## src/rtl/ssf_pkg.sv

```systemverilog
package ssf_pkg;
  typedef enum logic [1:0] {
    SS_RISE  = 2'd0,
    SS_DONE  = 2'd1,
    SS_DISCH = 2'd2
  } ss_state_e;
endpackage

```

## src/rtl/ssf_ramp.sv

```systemverilog
module ssf_ramp
  import ssf_pkg::*;
#(
  parameter int RAMP_W   = 8,
  parameter int DIS_STEP = 4
) (
  input  logic              clk_i,
  input  logic              rst_ni,
  input  logic              tick_i,
  input  logic              pend_i,
  input  logic              fault_i,
  output logic [RAMP_W-1:0] ramp_o,
  output logic              done_o,
  output logic              restart_o
);
  localparam logic [RAMP_W-1:0] RampMax = {RAMP_W{1'b1}};
  localparam logic [RAMP_W-1:0] Step    = RAMP_W'(DIS_STEP);

  ss_state_e         st_q;
  logic [RAMP_W-1:0] ramp_q;

  assign restart_o = (st_q == SS_DISCH) && tick_i && (ramp_q <= Step) && !fault_i;
  assign done_o    = (st_q == SS_DONE);
  assign ramp_o    = ramp_q;

  always_ff @(posedge clk_i or negedge rst_ni) begin
    if (!rst_ni) begin
      st_q   <= SS_RISE;
      ramp_q <= '0;
    end else begin
      unique case (st_q)
        SS_RISE: begin
          if (fault_i) st_q <= SS_DISCH;
          else if (tick_i) begin
            if (ramp_q == RampMax) st_q <= pend_i ? SS_DISCH : SS_DONE;
            else ramp_q <= ramp_q + 1'b1;
          end
        end
        SS_DONE: begin
          if (pend_i || fault_i) st_q <= SS_DISCH;
        end
        SS_DISCH: begin
          if (tick_i) begin
            if (ramp_q <= Step) begin
              ramp_q <= '0;
              if (!fault_i) st_q <= SS_RISE;
            end else ramp_q <= ramp_q - Step;
          end
        end
        default: st_q <= SS_RISE;
      endcase
    end
  end

  assert_rise_step_R1: assert property (@(posedge clk_i) disable iff (!rst_ni)
    (st_q == SS_RISE && tick_i && !fault_i && ramp_q != RampMax) |=> ramp_q == $past(ramp_q) + 1'b1);
  assert_hold_no_tick_R1: assert property (@(posedge clk_i) disable iff (!rst_ni)
    (!tick_i && st_q != SS_DISCH) |=> $stable(ramp_q));
  assert_disch_falls_R5: assert property (@(posedge clk_i) disable iff (!rst_ni)
    (st_q == SS_DISCH) |=> ramp_q <= $past(ramp_q));
  assert_done_full_R2: assert property (@(posedge clk_i) disable iff (!rst_ni)
    (st_q == SS_DONE) |-> ramp_q == RampMax);
endmodule

```

## src/rtl/ssf_tracker.sv

```systemverilog
module ssf_tracker #(
  parameter int NUM_LIN     = 3,
  parameter int FAULT_LIMIT = 3
) (
  input  logic               clk_i,
  input  logic               rst_ni,
  input  logic               ov_i,
  input  logic               oc_i,
  input  logic [NUM_LIN-1:0] luv_i,
  input  logic               done_i,
  input  logic               restart_i,
  output logic               pend_o,
  output logic               fault_o,
  output logic               ov_fault_o
);
  localparam int CNT_W = $clog2(FAULT_LIMIT + 1);
  localparam logic [CNT_W-1:0] Limit = CNT_W'(FAULT_LIMIT);

  logic             pend_q, fault_q, ovf_q, evt;
  logic [CNT_W-1:0] cnt_q;

  // linear under-voltage only counts once soft-start is complete
  assign evt = (oc_i || (|luv_i && done_i)) && !pend_q && !fault_q;

  always_ff @(posedge clk_i or negedge rst_ni) begin
    if (!rst_ni) begin
      pend_q  <= 1'b0;
      fault_q <= 1'b0;
      ovf_q   <= 1'b0;
      cnt_q   <= '0;
    end else begin
      if (ov_i) begin
        fault_q <= 1'b1;
        ovf_q   <= 1'b1;
      end
      if (evt) begin
        pend_q <= 1'b1;
        cnt_q  <= cnt_q + 1'b1;
        if (cnt_q + 1'b1 == Limit) fault_q <= 1'b1;
      end else if (restart_i) begin
        pend_q <= 1'b0;
      end
    end
  end

  assign pend_o     = pend_q;
  assign fault_o    = fault_q;
  assign ov_fault_o = ovf_q;

  assert_fault_sticky_R8: assert property (@(posedge clk_i) disable iff (!rst_ni)
    fault_q |=> fault_q);
  assert_ov_latch_R3: assert property (@(posedge clk_i) disable iff (!rst_ni)
    ov_i |=> (fault_q && ovf_q));
  assert_cnt_bound_R7: assert property (@(posedge clk_i) disable iff (!rst_ni)
    cnt_q <= Limit);
  assert_one_per_retry_R10: assert property (@(posedge clk_i) disable iff (!rst_ni)
    pend_q |=> cnt_q == $past(cnt_q));
endmodule

```

## src/rtl/ss_fault_supervisor.sv

```systemverilog
module ss_fault_supervisor #(
  parameter int RAMP_W      = 8,
  parameter int DIS_STEP    = 4,
  parameter int FAULT_LIMIT = 3
) (
  input  logic              clk_i,
  input  logic              rst_ni,
  input  logic              tick_i,
  input  logic              ov_i,
  input  logic              oc_i,
  input  logic [2:0]        luv_i,
  input  logic [3:0]        good_i,
  input  logic              early_ov_i,
  output logic [RAMP_W-1:0] ramp_o,
  output logic              inhibit_o,
  output logic              lower_on_o,
  output logic              pgood_o,
  output logic              fault_o
);
  logic pend, fault, ov_fault, done, restart;

  ssf_ramp #(.RAMP_W(RAMP_W), .DIS_STEP(DIS_STEP)) u_ramp (
    .clk_i, .rst_ni, .tick_i,
    .pend_i(pend), .fault_i(fault),
    .ramp_o, .done_o(done), .restart_o(restart)
  );

  ssf_tracker #(.NUM_LIN(3), .FAULT_LIMIT(FAULT_LIMIT)) u_trk (
    .clk_i, .rst_ni, .ov_i, .oc_i, .luv_i,
    .done_i(done), .restart_i(restart),
    .pend_o(pend), .fault_o(fault), .ov_fault_o(ov_fault)
  );

  assign inhibit_o  = pend || fault;
  assign fault_o    = fault;
  assign pgood_o    = done && !inhibit_o && (&good_i);
  // pre-reset crowbar path is combinational on the reset pin
  assign lower_on_o = ov_fault || (!rst_ni && early_ov_i);

  assert_pgood_gate_R2: assert property (@(posedge clk_i) disable iff (!rst_ni)
    pgood_o |-> (!inhibit_o && !fault_o && (&good_i)));
  assert_fault_inhibits_R7: assert property (@(posedge clk_i) disable iff (!rst_ni)
    fault_o |-> inhibit_o);
endmodule

```

## config.mk

```make
export PLATFORM = sky130hd
export DESIGN_NAME = ss_fault_supervisor
export DESIGN_NICKNAME = d
export VERILOG_FILES = /design/src/rtl/ssf_pkg.sv /design/src/rtl/ssf_ramp.sv /design/src/rtl/ssf_tracker.sv /design/src/rtl/ss_fault_supervisor.sv
export SDC_FILE = /design/constraint.sdc
export NUM_CORES = 1
export LEC_CHECK = 0
export CAP_MARGIN = 40
export CORE_MARGIN = 3
export CORE_UTILIZATION = 60
export DETAILED_ROUTE_END_ITERATION = 8
export DONT_BUFFER_PORTS = 1
export HOLD_SLACK_MARGIN = 0.1
export PLACE_DENSITY = 0.74
export SLEW_MARGIN = 20
export SYNTH_ARGS = -nofsm -noshare
export SYNTH_HDL_FRONTEND = slang
export SYNTH_SLANG_ARGS = --single-unit
```

## constraint.sdc

```tcl
create_clock -name clk_i -period 3.1 [get_ports clk_i]
set_input_delay 0.155 -clock clk_i [delete_from_list [all_inputs] [get_ports clk_i]]
set_output_delay 0.155 -clock clk_i [all_outputs]
set_load 0.1 [all_outputs]
```

==> impl_metrics.csv <==
group,metric,value,unit
outcome,status,"finished clean",
global_routing,grt_max_degree,16,
logic_synthesis,yosysTopAreaCellShare,33.4,%
critical_path,reg2reg_from,"u_ramp.ramp_o[1]",
hold_path,min_path_type,"in -> reg",
critical_path,end_kind,"primary output",
drt,drt_pass1_iterations,4,
final_layout,final_nets,145,
global_routing,grt_pass1_vias,938,
global_routing,gr-usage-met3,4.59,%
floorplanning,die_height,49.3,um
global_routing,grt_antenna_before_repair,0,
final_layout,drive_above_1_share,23.2,%
final_layout,final_core_util,71.4,%
logic_synthesis,syn_area,0.00112,mm2
timing,max_clock_freq,0.479,GHz
timing,fin_setup_tns,0,ns
critical_path,path_max_fanout,6,
placed_design,port_buffers,0,
timing,worst_slew_pin_slew,0.848,ns
timing,skew,0.00630,ns
final_layout,fillers,129,
pwr,p_leak,0.527,nW
logic_synthesis,ys.warnings.count,0,
timing,hold_viol,0,
timing,finalCritPeriodShare,67.3,%
drt,avgRoutedWirePerCell,16.7,um
critical_path,r2r_cells,6,
floorplanning,start_util,64.4,%
timing,setup-violations-final,0,
hold_path,min_from,"tick_i",
logic_synthesis,synthFlopType,"dfrtp_1",
clock_tree,htreeDepth,1,
timing,rsz0062_at_grt,"false",
final_layout,multi_input_area,677,um2
logic_synthesis,synth_nets,135,
clock_tree,numCtsBuffers,3,
critical_path,critPathArrivalTime,1.93,ns
logic_synthesis,synth-edff-count,0,
drt,wirelength,2500,um
clock_tree,postCtsSetupBuffers,0,
logic_synthesis,ys_ff_latch,15,
flow_run,max_cap_viol_count,0,
global_routing,met2_usage,32.4,%
logic_synthesis,synth_most_common_cell,"dfrtp_1",
global_routing,grt_pass1_wl,4240,um
logic_synthesis,async_flop_share,100,%
final_layout,seqCellArea,375,um2
clock_tree,postCtsHoldBufs,3,
clock_tree,clk_path_buf_depth,2,
pwr,peakVddDrop,0.000968,V
critical_path,crit_type,"reg -> out",
clock_tree,insertion_delay,0.29,ns
timing,slew_headroom,43.6,%
logic_synthesis,avgSynthCellArea,9.70,um2
timing,drv_slew,0,
critical_path,reg2reg_to,"u_ramp.ramp_o[3]",
final_layout,areaGrowthSynthToFinish,10.8,%
clock_tree,cts_resized,0,
floorplanning,dieArea,0.00243,mm2
critical_path,start_kind,"flop",
drt,via_per_inst,6.47,
clock_tree,cts_root_buffer,"clkbuf_4",
final_layout,diodes,0,
floorplanning,rows,15,
floorplanning,boundaryPins,25,
global_routing,met1_usage,32.0,%
drt,vias,971,
logic_synthesis,netlist_top_cells_area,"dfrtp_1, ha_1, o31ai_1",
logic_synthesis,yosysTopAreaCell,"dfrtp_1",
pwr,power.density,896,mW/mm2
drt,drc,0,
floorplanning,coreArea,0.00175,mm2
logic_synthesis,syn_inst,116,
critical_path,ff2ff_setup_slack,1.09,ns
logic_synthesis,synthDistinctLibCells,52,
clock_tree,path_clk_slew,0.09,ns
logic_synthesis,yosysSeqAreaShare,33.4,%
clock_tree,clock_sinks,15,
hold_path,holdPathStages,2,
drt,ant_nets,0,
placed_design,dp_hpwl,1800,um
critical_path,cp.required,2.94,ns
global_routing,grt.total_usage,22.5,%
timing,fin_crit,2.09,ns
logic_synthesis,synthTopCellsByCount,"dfrtp_1, inv_1, nand2_1",
placed_design,routabilityCongestion,0.945,
clock_tree,cts_tree,"done",
global_routing,top_usage_layer,"met2",
drt,drt-initial-drc-count,22,
floorplanning,fp.dieW,49.3,um
hold_path,hold_path_end,"u_ramp.st_q[1]",
critical_path,startpoint,"u_trk.fault_o",
global_routing,grt-ovfl-total,0,
[placed cells by master, fill, tap and decap left out, drive strengths merged, types with 2 or more instances in the layout]
cell type    synthesis  final
nand2b               2      2
a31oi                2      2
ha                   6      6
nor4                 4      4
nand2                7      7
dlygate4sd3          0      3
or2                  5      5
o31ai                5      5
a211oi               3      3
o22ai                2      2
nor2b                2      2
buf                  7     10
nor3                 4      4
a21o                 3      3
dfrtp               15     15
o21ai                3      3
nor2                 2      2
a21oi                5      5
inv                  8      8
clkbuf               1      3
nand3                4      4
nor4b                2      2
or3                  4      4
a211o                2      2
[worst max-delay path by stage]
stage,endpoint,slack [ns]
5_1_grt,u_ramp.ramp_o[1],0.94
3_3_place_gp,u_ramp.ramp_o[0],1.18
4_1_cts,pgood_o,0.99
6_report,pgood_o,1.01
3_5_place_dp,u_ramp.ramp_o[3],1.14
2_1_floorplan,pgood_o,0.08
[registers in the layout (all words and copies together), names as in the netlist]
| name | flops |
|---|---|
| u_trk.fault_o | 1 |
| u_ramp.st_q | 2 |
| u_trk.cnt_q | 2 |
| u_ramp.ramp_o | 8 |
| u_trk.ov_fault_o | 1 |
| u_trk.pend_o | 1 |
[kinds of logic (layout without fill, tap and decap cells)]
group,count (synthesis),after routing,synth area share [%]
multiplexers,2,2,2.22
AND/OR/NAND/NOR,40,40,25.3
buffers and inverters,16,25,7.79
flip-flops,15,15,33.4
AO/OA/AOI/OAI,35,35,23.1
adder cells (fa/ha/maj),6,6,6.67
XOR/XNOR,2,2,1.56
[through the flow]
stage	instances	total power, mW	cell area [um2]	setup slack, ns	hold WS, ns
after floorplan	116	0.878	1140	0.0812	-0.141
after global placement	143	0.985	1190	1.18	-0.140
after detailed placement	143	0.985	1190	1.14	-0.140
after CTS	150	1.11	1250	0.990	0.149
after global routing	150	1.17	1250	0.943	0.172
final	150	1.12	1250	1.01	0.168
[where the power goes]
group	switching [mW]	internal, mW	leakage [nW]
clock network	0.0678	0.0480	0.0177
registers	0.107	0.239	0.173
logic	0.472	0.182	0.336
[routing by layer]
metal  share of wire [%]  wire (um)
met5                   0          0
met4                 1.7         42
met3                 8.3        208
met2                  44       1100
met1                  46       1140
[worst max-delay path: stages (launching register included)]
cell and delay, ns:
dfrtp_1 0.41, or2_2 0.57, nor4_4 0.34, buf_4 0.32
[cell type report]
type,instances,share of cell area (%)
multi-input combinational,85,54.3
sequential,15,30.1
timing repair buffer,13,8.43
tap,25,2.51
inverter,8,2.41
clock buffer,3,1.81
clock inverter,1,0.402
No activity file was read; power rests on OpenSTA's default activity.
